===== config.mk =====
export PLATFORM = sky130hd
export DESIGN_NAME = bidir_latch_xcvr
export DESIGN_NICKNAME = d
export VERILOG_FILES = /design/src/rtl/xcvr_pkg.sv /design/src/rtl/clk_edge_sync.sv /design/src/rtl/path_store.sv /design/src/rtl/drive_gate.sv /design/src/rtl/bidir_latch_xcvr.sv
export SDC_FILE = /design/constraint.sdc
export NUM_CORES = 1
export LEC_CHECK = 0
export ABC_AREA = 1
export BUFFER_PORTS_ARGS = -buffer_cell sky130_fd_sc_hd__buf_4
export CAP_MARGIN = 20
export CORE_MARGIN = 1.5
export CORE_UTILIZATION = 25
export DETAILED_ROUTE_END_ITERATION = 8
export GPL_ROUTABILITY_DRIVEN = 0
export PLACE_DENSITY = 0.47
export SYNTH_ARGS = -nofsm -noshare
export SYNTH_HDL_FRONTEND = slang
export SYNTH_SLANG_ARGS = --single-unit

===== constraint.sdc =====
create_clock -name clk -period 1.4 [get_ports clk]
set_input_delay 0.14 -clock clk [delete_from_list [all_inputs] [get_ports clk]]
set_output_delay 0.14 -clock clk [all_outputs]
set_load 0.02 [all_outputs]

===== src/rtl/xcvr_pkg.sv =====
package xcvr_pkg;

    localparam int unsigned XCVR_WIDTH  = 18;
    localparam int unsigned SYNC_DEPTH  = 2;
    localparam int unsigned NUM_PATHS   = 2;

    typedef enum logic [0:0] {
        PATH_AB = 1'b0,
        PATH_BA = 1'b1
    } path_id_e;

    typedef struct packed {
        logic le;
        logic pclk;
        logic oe_pin;
    } path_ctl_t;

    function automatic logic enable_level(input logic pin, input logic active_low);
        return active_low ? ~pin : pin;
    endfunction

endpackage


===== src/rtl/clk_edge_sync.sv =====
module clk_edge_sync #(
    parameter int unsigned STAGES = xcvr_pkg::SYNC_DEPTH
) (
    input  logic clk,
    input  logic rst,
    input  logic pclk,
    output logic fall
);
    localparam int unsigned CHAIN = STAGES + 1;

    logic [CHAIN-1:0] chain_q;

    always_ff @(posedge clk) begin
        if (rst) begin
            chain_q <= '0;
        end else begin
            chain_q <= {chain_q[CHAIN-2:0], pclk};
        end
    end

    // previous synchronised sample high, current synchronised sample low
    assign fall = chain_q[CHAIN-1] & ~chain_q[CHAIN-2];

endmodule


===== src/rtl/path_store.sv =====
module path_store #(
    parameter int unsigned W = xcvr_pkg::XCVR_WIDTH
) (
    input  logic         clk,
    input  logic         rst,
    input  logic         le,
    input  logic         fall,
    input  logic [W-1:0] din,
    output logic [W-1:0] view
);
    logic [W-1:0] held_q;
    logic         load;

    // tracking while transparent keeps the word steady when le drops
    assign load = le | fall;

    always_ff @(posedge clk) begin
        if (rst) begin
            held_q <= '0;
        end else if (load) begin
            held_q <= din;
        end
    end

    assign view = le ? din : held_q;

endmodule


===== src/rtl/drive_gate.sv =====
module drive_gate #(
    parameter int unsigned W          = xcvr_pkg::XCVR_WIDTH,
    parameter bit          ACTIVE_LOW = 1'b0
) (
    input  logic         oe_pin,
    input  logic [W-1:0] value,
    output logic [W-1:0] dout,
    output logic         drive
);
    assign drive = xcvr_pkg::enable_level(oe_pin, ACTIVE_LOW);
    assign dout  = drive ? value : '0;
endmodule


===== src/rtl/bidir_latch_xcvr.sv =====
module bidir_latch_xcvr
    import xcvr_pkg::*;
#(
    parameter int unsigned W     = XCVR_WIDTH,
    parameter int unsigned SYNCS = SYNC_DEPTH
) (
    input  logic         clk,
    input  logic         rst,
    input  logic [W-1:0] a_in,
    input  logic [W-1:0] b_in,
    input  logic         ab_le,
    input  logic         ab_clk,
    input  logic         ab_oe,
    input  logic         ba_le,
    input  logic         ba_clk,
    input  logic         ba_oe_n,
    output logic [W-1:0] b_out,
    output logic         b_drive,
    output logic [W-1:0] a_out,
    output logic         a_drive
);
    path_ctl_t          ctl   [NUM_PATHS];
    logic [W-1:0]       src   [NUM_PATHS];
    logic [W-1:0]       dst   [NUM_PATHS];
    logic               drv   [NUM_PATHS];

    assign ctl[PATH_AB] = '{le: ab_le, pclk: ab_clk, oe_pin: ab_oe};
    assign ctl[PATH_BA] = '{le: ba_le, pclk: ba_clk, oe_pin: ba_oe_n};
    assign src[PATH_AB] = a_in;
    assign src[PATH_BA] = b_in;

    for (genvar g = 0; g < NUM_PATHS; g++) begin : g_path
        logic         fall;
        logic [W-1:0] view;

        clk_edge_sync #(.STAGES(SYNCS)) u_sync (
            .clk  (clk),
            .rst  (rst),
            .pclk (ctl[g].pclk),
            .fall (fall)
        );

        path_store #(.W(W)) u_store (
            .clk  (clk),
            .rst  (rst),
            .le   (ctl[g].le),
            .fall (fall),
            .din  (src[g]),
            .view (view)
        );

        drive_gate #(.W(W), .ACTIVE_LOW(g == int'(PATH_BA))) u_gate (
            .oe_pin (ctl[g].oe_pin),
            .value  (view),
            .dout   (dst[g]),
            .drive  (drv[g])
        );
    end

    assign b_out   = dst[PATH_AB];
    assign b_drive = drv[PATH_AB];
    assign a_out   = dst[PATH_BA];
    assign a_drive = drv[PATH_BA];

endmodule


Word level (Yosys, flattened, before mapping). Index checks and enable logic that the tools add are counted. W data, S select, Z words.

Register bits: 42. Input bits: 44. Output and inout bits: 38.

Mux-type cells: 4. Bitwise logic cells: 7.

Operators by type and width (number): $mux W18 (4); $not A1 Y1 (3); $and A1 B1 Y1 (2); $or A1 B1 Y1 (2).

Depth between registers and ports, before layout. Gate-level depths: netlist of the first run.

Word-level depth: 3. Gate-level depth with buffers: 6.

Modules after synthesis. Synthesis of the first run repeated with hierarchy kept, for this count alone.

Cells, all modules: 410. Area total of the unflattened synthesis: 2421.1 µm².

Modules (own cells, without submodules): path_store (instances 2, cells an instance 155, area each 947.2 µm²); clk_edge_sync (instances 2, cells an instance 11, area each 92.6 µm²); drive_gate (g_path[0].u_gate) (instances 1, cells an instance 39, area each 176.4 µm²); drive_gate (g_path[1].u_gate) (instances 1, cells an instance 39, area each 165.2 µm²).

Worst setup path before layout of the first run. OpenSTA, ideal clock, no wires.

Path kind: input port to output port. From: input ba_le. To: output a_out[14]. Arrival: 0.851 ns. Required time: 1.260 ns. Setup slack: 0.409 ns. Stages on the path: 5. Cells stage by stage: buf_6 > inv_4 > buf_6 > o21ai_1 > a21oi_1.

Cells in the longest elaborated chain, start to end: 2.

RTL lines: start, declared (RTL line bidir_latch_xcvr.sv:14) `input logic ba_le,`; $mux W18 (RTL line path_store.sv:25) `assign view = le ? din : held_q;`; $mux W18 (RTL line drive_gate.sv:11) `assign dout = drive ? value : '0;`; end, declared (RTL line bidir_latch_xcvr.sv:19) `output logic [W-1:0] a_out,`.

No other way between the ends.

Final worst setup path of the first run.
From: register g_path[0].u_store.held_q[14]. To: output b_out[14].

Cells in the longest elaborated chain, start to end: 2.

RTL lines: start, declared (RTL line path_store.sv:11) `logic [W-1:0] held_q;`; start signal, assigned (RTL line path_store.sv:21) `held_q <= din;`; $mux W18 (RTL line path_store.sv:25); $mux W18 (RTL line drive_gate.sv:11); end, declared (RTL line bidir_latch_xcvr.sv:17) `output logic [W-1:0] b_out,`.

No other way between the ends.

==> results.md, run 1 <==
* Reg-to-reg endpoint: g_path[1].u_store.held_q[10]
* Slew at the pin closest to its max-slew limit at 373.4 ps
* Post-CTS setup-driven buffer insertion count at 0
* Synth Net Count at 379
* Final setup vio count at 0
* Vias in the first global route at 1951
* Final setup TNS at 0 ps
* Iteration count of the initial detailed-routing pass at 4
* Sequential power share at 0.440
* Post-DR vias/cell at 4.305
* Setup crit start: g_path[0].u_store.held_q[14]
* Worst Slack Setup Final at approximately 260 ps
* Clock root buffer master: sky130_fd_sc_hd__clkbuf_8
* Fraction of layout cells with a size suffix above 1 at 0.2457
* Fmax at a little under 900 MHz
* Antenna diode instance count at 0
* Maximum ir drop on the vdd rail at 0.3625 mV
* Core box area at 8341 um2
* Cell types with the largest area share after synthesis: sky130_fd_sc_hd__dfxtp_1 (39%), sky130_fd_sc_hd__nor2_1 (19%), sky130_fd_sc_hd__nand2_1 (12%), sky130_fd_sc_hd__a21oi_1 (9.0%), sky130_fd_sc_hd__o21ai_0 (6.9%)
* Maximum number of pins on one net before global-route repair at 43
* PD cells at 1029 nW/um2
* Final hold violation count at 0
* DP Worst Slack at 289.7 ps
* Count of routing violations after the opening detailed-route iteration at 56
* Power Internal at approximately 2.1 mW
* Gr ovfl total at 0
* Maximum fanout along the worst path at 2
* Routed Wire Length at approximately 5600 um
* Final Max Slew Viols at 0
* Switching portion of total power at 0.2867
* Number of instances resized during post-cts repair at 0
* Wirelength per Cell at 10.88 um
* Hold Path Cell Cnt at 3
* Final net count at 450
* Power spent charging and discharging nets at 0.8470 mW
* Global-route wire length before repair at approximately 9000 um
* Time the final worst path needs with I/O delays and setup at 1139 ps
* Later-pin clock latency in the skew report at 300 ps
* Number of warnings printed during yosys synthesis at 0
* Number of flip-flops and latches in the synthesized netlist at 42
* Die height at 96.35 um
* Die Footprint at about 9300 um2
* H-Tree Level Count at 2
* CTS max path bufs at 2
* Relative contribution of the clock network to total power at 0.325
* Smallest hold slack at approximately 36 ps
* Count of maximum capacitance violations at 0
* Total track usage at 0.1236
* Period utilization at 0.8133
* Combinational power share at 0.235
* Worst setup skew after layout at 10.69 ps
* TritonCTS Buffers at 5
* Category of the critical setup timing path: reg -> out
* Post-DP HPWL at between 3000 and 4000 um
* Initial antenna violation count at 0
* Total vias in the final route at 2204
* Total leakage power at 1.417 nW
* Count of hold buffers inserted by post-cts repair at 0
* Remaining antenna violation count at 0
* Share of the yosys chip area belonging to registers at 0.3860
* Row Count at 33
* I/O pins at 82
* Cell area after synthesis at 2178 um2
* DRC violations left at 0
* Data arrival, critical path at 1000 ps
* Area added between synthesis and finish at 31.76%
* Clock transition at the register clock pins on the worst setup and hold paths after CTS at 90 ps
* Endpoint with the worst hold slack: g_path[1].u_sync.chain_q[0]
* Setup repair after global routing missed its margin: no
* Leading area contributor after synthesis: sky130_fd_sc_hd__dfxtp_1
* CTS tree: yes
* Hold Path Origin: ba_clk
* PortBufs at 81
* Cell depth of the worst flop-to-flop path at 4
* Synthesized instance count at 335
* Reg2reg start: g_path[1].u_sync.chain_q[1]
* Distinct cells, synth at 14
* Endpoint type of the worst setup path: output pin
* Tightest Hold Check Type: in -> reg
* Worst slew margin relative to its limit at 0.7510
* Count of clock tree sinks at 42
* Initial standard-cell utilization of the core at 0.2612
* Outcome: finished, final reports clean
* Die span in x at 96.35 um
* R2r setup slk at 360 ps
* Post-synthesis area per instance at 6.503 um2
* Layout filler cell count at 936
* Critical Path RT at 1260 ps
* Area share of the largest cell type after synthesis at 0.3860
* Category of the worst setup path launch point: flop
## flip-flops by register name, indices dropped and copies added, names as in the netlist
signal                 cells
g_path.u_store.held_q     36
g_path.u_sync.chain_q      6
## cells by family after synthesis
logic type / Yosys count / synth area share
simple gates: 182 / 0.3222
compound gates: 75 / 0.1723
flops: 42 / 0.3860
buf+inv: 36 / 0.1195
## worst max-delay path by stage
stage	end	slack, ps	depth (start not counted)
finish	b_out[14]	260	3
floorplan	a_out[14]	410	5
CTS	b_out[14]	240	3
detailed placement	b_out[2]	290	5
global route	a_out[8]	160	5
global placement	b_out[15]	280	5
## area by class of cell
| type | count | area, um2 | area share |
|---|---|---|---|
| Timing Repair Buffer | 87 | 653.1 | 0.2276 |
| Multi-Input combinational cell | 257 | 1077 | 0.3753 |
| Inverter | 13 | 53.80 | 0.01874 |
| Clock buffer | 5 | 68.82 | 0.02398 |
| Clock inverter | 3 | 45.04 | 0.01569 |
| Sequential cell | 42 | 840.8 | 0.2929 |
| Tap cell | 105 | 131.4 | 0.04577 |
## cells in the final DEF (no fill, tap or decap)
cell type	netlist	final
sky130_fd_sc_hd__o21ai_0	30	30
sky130_fd_sc_hd__nand2_4	2	2
sky130_fd_sc_hd__inv_4	2	2
sky130_fd_sc_hd__inv_1	10	10
sky130_fd_sc_hd__bufinv_16	0	1
sky130_fd_sc_hd__nand2_1	69	69
sky130_fd_sc_hd__buf_4	9	87
sky130_fd_sc_hd__clkbuf_8	0	5
sky130_fd_sc_hd__nand3_1	3	3
sky130_fd_sc_hd__nor2_1	108	108
sky130_fd_sc_hd__clkinvlp_4	0	2
sky130_fd_sc_hd__a21oi_1	39	39
sky130_fd_sc_hd__o21ai_1	6	6
sky130_fd_sc_hd__inv_2	1	1
sky130_fd_sc_hd__dfxtp_1	42	42
## layer usage
metal / vias up / wire length [um] / GRT usage
met2: 63 / 2336 / 0.1913
met4: 0 / 48 / 0.03623
met5: - / 0 / 0
li1: 1198 / - / -
met1: 938 / 2751 / 0.1643
met3: 5 / 436 / 0.03870
## cells in the mapped netlist
| master | number |
|---|---|
| sky130_fd_sc_hd__nor2_1 | 108 |
| sky130_fd_sc_hd__nand2_1 | 69 |
| sky130_fd_sc_hd__dfxtp_1 | 42 |
| sky130_fd_sc_hd__a21oi_1 | 39 |
| sky130_fd_sc_hd__o21ai_0 | 30 |
| sky130_fd_sc_hd__buf_6 | 11 |
| sky130_fd_sc_hd__inv_1 | 10 |
| sky130_fd_sc_hd__buf_4 | 9 |
| sky130_fd_sc_hd__o21ai_1 | 6 |
| sky130_fd_sc_hd__buf_2 | 3 |
| sky130_fd_sc_hd__nand3_1 | 3 |
| sky130_fd_sc_hd__inv_4 | 2 |
| sky130_fd_sc_hd__nand2_4 | 2 |
| sky130_fd_sc_hd__inv_2 | 1 |
## power by group through the flow
stage	registers (mW)	clock network (mW)	logic, mW
after floorplan	1.32	0	0.447
final	1.30	0.961	0.694
after global placement	1.33	0	0.695
after global routing	1.31	1.05	0.781
after detailed placement	1.33	0	0.697
after CTS	1.30	1.01	0.700
## critical path: stages (launching register included)
cell and delay [ps]:
sky130_fd_sc_hd__dfxtp_1 310, sky130_fd_sc_hd__nor2_1 160, sky130_fd_sc_hd__nor2_1 80, sky130_fd_sc_hd__buf_4 160
## metrics by stage
step | std cells | total power, mW | util | area (um2)
2_1_floorplan | 335 | 1.770 | - | 2178
3_3_place_gp | 504 | 2.022 | 0.3305 | 2756
3_5_place_dp | 504 | 2.025 | 0.3305 | 2756
4_1_cts | 512 | 3.010 | 0.3441 | 2870
5_1_grt | 512 | 3.137 | 0.3441 | 2870
6_report | 512 | 2.954 | 0.3441 | 2870
No activity file was read; power rests on OpenSTA's default activity.
==> run 2, diff against run 1 <==
--- a/config.mk
+++ b/config.mk
@@ -12,7 +12,7 @@
 export CORE_UTILIZATION = 25
 export DETAILED_ROUTE_END_ITERATION = 8
 export GPL_ROUTABILITY_DRIVEN = 0
-export PLACE_DENSITY = 0.47
+export PLACE_DENSITY = 0.49
 export SYNTH_ARGS = -nofsm -noshare
 export SYNTH_HDL_FRONTEND = slang
 export SYNTH_SLANG_ARGS = --single-unit
==> constraint.sdc (replaced) <==
create_clock -name clk -period 1 [get_ports clk]
set_input_delay 0.1 -clock clk [delete_from_list [all_inputs] [get_ports clk]]
set_output_delay 0.1 -clock clk [all_outputs]
set_load 0.02 [all_outputs]
==> run 2 against run 1 <==
  * The flow now finishes with violations (setup timing)
  * Clock skew down 6.8 ps
  * Via count up 11%
  * Cell count is 6.4% higher
  * Utilization grew 7.2 points
  * Routed wire length up 15%
  * Sequential power is 45% higher
  * Worst hold slack got worse by 19 ps
  * Design area is 21% higher
  * Sequential share of layout area down 3.9 points
  * Global-route usage up 0.87 points
  * Critical endpoint is now b_out[15]
==> results.md, run 2 (synthesis gave the netlist of run 1 again) <==
* Antenna diode instance count at 0 (unchanged)
* Critical Path RT at 900 ps (was 1260 ps)
* Total leakage power at 1.620 nW (was 1.417 nW)
* Critical-path cell list: nor2_2 -> nor2_1 -> buf_4 (was nor2_1 -> nor2_1 -> buf_4)
* Reg2reg start: g_path[0].u_store.held_q[6] (was g_path[1].u_sync.chain_q[1])
* CP delay by family, top: flip-flops (unchanged)
* Hold Path Origin: ba_clk (unchanged)
* Vias in the first global route at 2189 (was 1951)
* Hold Path Cell Cnt at 3 (unchanged)
* I/O pins at 82 (unchanged)
* Maximum number of pins on one net before global-route repair at 37 (was 43)
* Count of routing violations after the opening detailed-route iteration at 62 (was 56)
* Wirelength per Cell at 11.74 um (was 10.88 um)
* Violations in the final reports: setup timing
* Worst Slack Setup Final at -53.17 ps (was 261.4 ps)
* Fmax at 949.5 MHz
* Die span in x at 96.35 um (unchanged)
* Cell count after placement at 511 (was 504)
* Endpoint type of the worst setup path: output pin (unchanged)
* Die height at 96.35 um (unchanged)
* Iteration count of the initial detailed-routing pass at 4 (unchanged)
* Post-DR vias/cell at 4.486 (was 4.305)
* Period utilization at 1.053
* Largest registers in the final layout: g_path.u_store.held_q x36, g_path.u_sync.chain_q x6 (unchanged)
* Reg-to-reg endpoint: g_path[0].u_store.held_q[6] (was g_path[1].u_store.held_q[10])
* TritonCTS Buffers at 5 (unchanged)
* Power spent charging and discharging nets at 1.247 mW (was 0.8470 mW)
* Gr ovfl total at 0 (unchanged)
* Category of the worst setup path launch point: flop (unchanged)
* Maximum fanout along the worst path at 2 (unchanged)
* Most common cell after layout, fill and taps aside: sky130_fd_sc_hd__buf_4 (was sky130_fd_sc_hd__nor2_1)
* Buffer and inverter count on the worst path at 1 (unchanged)
* Cell depth of the worst flop-to-flop path at 7 (was 4)
* Power Internal at 2.962 mW (was 2.107 mW)
* Initial antenna violation count at 0 (unchanged)
* Final hold violation count at 0 (unchanged)
* Fraction of layout cells with a size suffix above 1 at 0.5045 (was 0.2457)
* PD cells at 1214 nW/um2 (was 1029 nW/um2)
* Final setup TNS at -511.2 ps (was 0 ps)
* Row Count at 33 (unchanged)
* Relative contribution of the clock network to total power at 0.254 (was 0.325)
* Commonest cells after routing, fill and taps aside: sky130_fd_sc_hd__buf_4 (102), sky130_fd_sc_hd__nand2_1 (66), sky130_fd_sc_hd__nor2_1 (64), sky130_fd_sc_hd__a21oi_1 (35), sky130_fd_sc_hd__nor2_2 (34) (was sky130_fd_sc_hd__nor2_1 (108), sky130_fd_sc_hd__buf_4 (87), sky130_fd_sc_hd__nand2_1 (69), sky130_fd_sc_hd__dfxtp_1 (42), sky130_fd_sc_hd__a21oi_1 (39))
* Final Max Slew Viols at 0 (unchanged)
* Endpoint with the worst hold slack: g_path[1].u_sync.chain_q[0] (unchanged)
* Worst slew margin relative to its limit at 0.7850 (was 0.7510)
* Slew at the pin closest to its max-slew limit at 322.4 ps (was 373.4 ps)
* Post-Layout Cell Count at 545 (was 512)
* Setup repair after global routing missed its margin: yes (was no)
* Initial standard-cell utilization of the core at 0.2612 (unchanged)
* R2r setup slk at 30 ps (was 360 ps)
* Category of the critical setup timing path: reg -> out (unchanged)
* Data arrival, critical path at 950 ps (was 1000 ps)
* Register bank with the most flops: g_path.u_store.held_q (unchanged)
* Time the final worst path needs with I/O delays and setup at 1053 ps
* Count of clock tree sinks at 42 (unchanged)
* Total track usage at 0.1323 (was 0.1236)
* CTS tree: yes (unchanged)
* Switching portion of total power at 0.2963 (was 0.2867)
* Sequential power share at 0.446 (was 0.440)
* Final net count at 485 (was 450)
* Final setup vio count at 20 (was 0)
* Total vias in the final route at 2445 (was 2204)
* Global-route wire length before repair at 9653 um (was 8997 um)
* Core box area at 8341 um2 (unchanged)
* Max stage delay on crit path at 330 ps (was 310 ps)
* CTS max path bufs at 2 (unchanged)
* Remaining antenna violation count at 0 (unchanged)
* Routed Wire Length at 6398 um (was 5572 um)
* Outcome: finished, violations left (was finished, final reports clean)
* Post-DP HPWL at 3977 um (was 3808 um)
* Clock root buffer master: sky130_fd_sc_hd__clkbuf_8 (unchanged)
* H-Tree Level Count at 2 (unchanged)
* Count of maximum capacitance violations at 0 (unchanged)
* Area added between synthesis and finish at 59.16% (was 31.76%)
* Tightest Hold Check Type: in -> reg (unchanged)
* Slowest stage cell, crit path: sky130_fd_sc_hd__dfxtp_2 (was sky130_fd_sc_hd__dfxtp_1)
* Combinational power share at 0.301 (was 0.235)
* PortBufs at 81 (unchanged)
* Maximum ir drop on the vdd rail at 0.3821 mV (was 0.3625 mV)
* Clock transition at the register clock pins on the worst setup and hold paths after CTS at 70 ps (was 90 ps)
* Die Footprint at 9282 um2 (unchanged)
* Flip-flop count of the largest register, all copies and words added at 36 (unchanged)
* DRC violations left at 0 (unchanged)
* Worst setup skew after layout at 3.911 ps (was 10.69 ps)
* Later-pin clock latency in the skew report at 280 ps (was 300 ps)
==> run 2: cell count changes in the layout (fill, tap and decap cells not counted), sizes merged <==
cell	previous run	this run
clkinvlp	2	0
clkbuf	5	6
buf	87	120
bufinv	1	0
nand2	71	73
==> run 2: power by group through the flow <==
stage | clock, mW | combinational, mW | sequential [mW]
after global routing | 1.20 | 1.40 | 1.89
final | 1.07 | 1.27 | 1.88
after floorplan | 0 | 0.625 | 1.85
after CTS | 1.14 | 1.15 | 1.84
after global placement | 0 | 1.02 | 1.86
after detailed placement | 0 | 1.03 | 1.86
==> run 2: layer usage <==
metal | GRT usage | part of all wire | up-vias | wire length (um)
met3 | 0.03160 | 0.071 | 4 | 452
met2 | 0.2265 | 0.45 | 80 | 2888
met4 | 0.02899 | 0.0059 | 0 | 38
met5 | 0 | 0 | - | 0
met1 | 0.1681 | 0.47 | 1092 | 3019
li1 | - | - | 1269 | -
==> run 2: layout make-up <==
class	count	area, um2
clock buffers	6	82.58
fillers	905	4873
inverters	13	58.81
multi-input cells	259	1309
flip-flops and latches	42	882.1
well taps	105	131.4
repair buffers	120	1003
==> run 2: worst min-delay path: stages <==
cell and delay (ps):
sky130_fd_sc_hd__buf_4 80, sky130_fd_sc_hd__inv_1 30, sky130_fd_sc_hd__nor2_1 70
==> run 2: worst max-delay path by stage <==
stage	from	to	slack (ps)	cells after the start
2_1_floorplan	ba_le	a_out[14]	90	5
3_3_place_gp	ab_le	b_out[12]	10	5
3_5_place_dp	g_path[1].u_sync.chain_q[1]	g_path[1].u_store.held_q[10]	20	4
4_1_cts	g_path[0].u_store.held_q[16]	b_out[16]	-70	3
5_1_grt	g_path[0].u_store.held_q[7]	b_out[7]	-90	3
6_report	g_path[0].u_store.held_q[15]	b_out[15]	-50	3
==> run 2: timing repair <==
item | in CTS | in global routing
pin swaps | 52 | 24
resized for setup | 27 | 91
hold buffers | 0 | 0
setup endpoints to repair | 37 | 72
buffers inserted | 24 | 4
gates cloned | 0 | 2
==> run 2: metrics by stage <==
| stage | setup WS, ps | util | hold slack, ps | area (um2) | power (mW) |
|---|---|---|---|---|---|
| floorplan | 89.32 | - | 171.2 | 2178 | 2.478 |
| global placement | 10.49 | 0.3428 | 313.4 | 2859 | 2.878 |
| detailed placement | 16.66 | 0.3428 | 315.9 | 2859 | 2.889 |
| CTS | -66.73 | 0.3818 | 10.85 | 3184 | 4.128 |
| global route | -91.66 | 0.4157 | 21.91 | 3467 | 4.484 |
| finish | -53.17 | 0.4157 | 17.27 | 3467 | 4.209 |
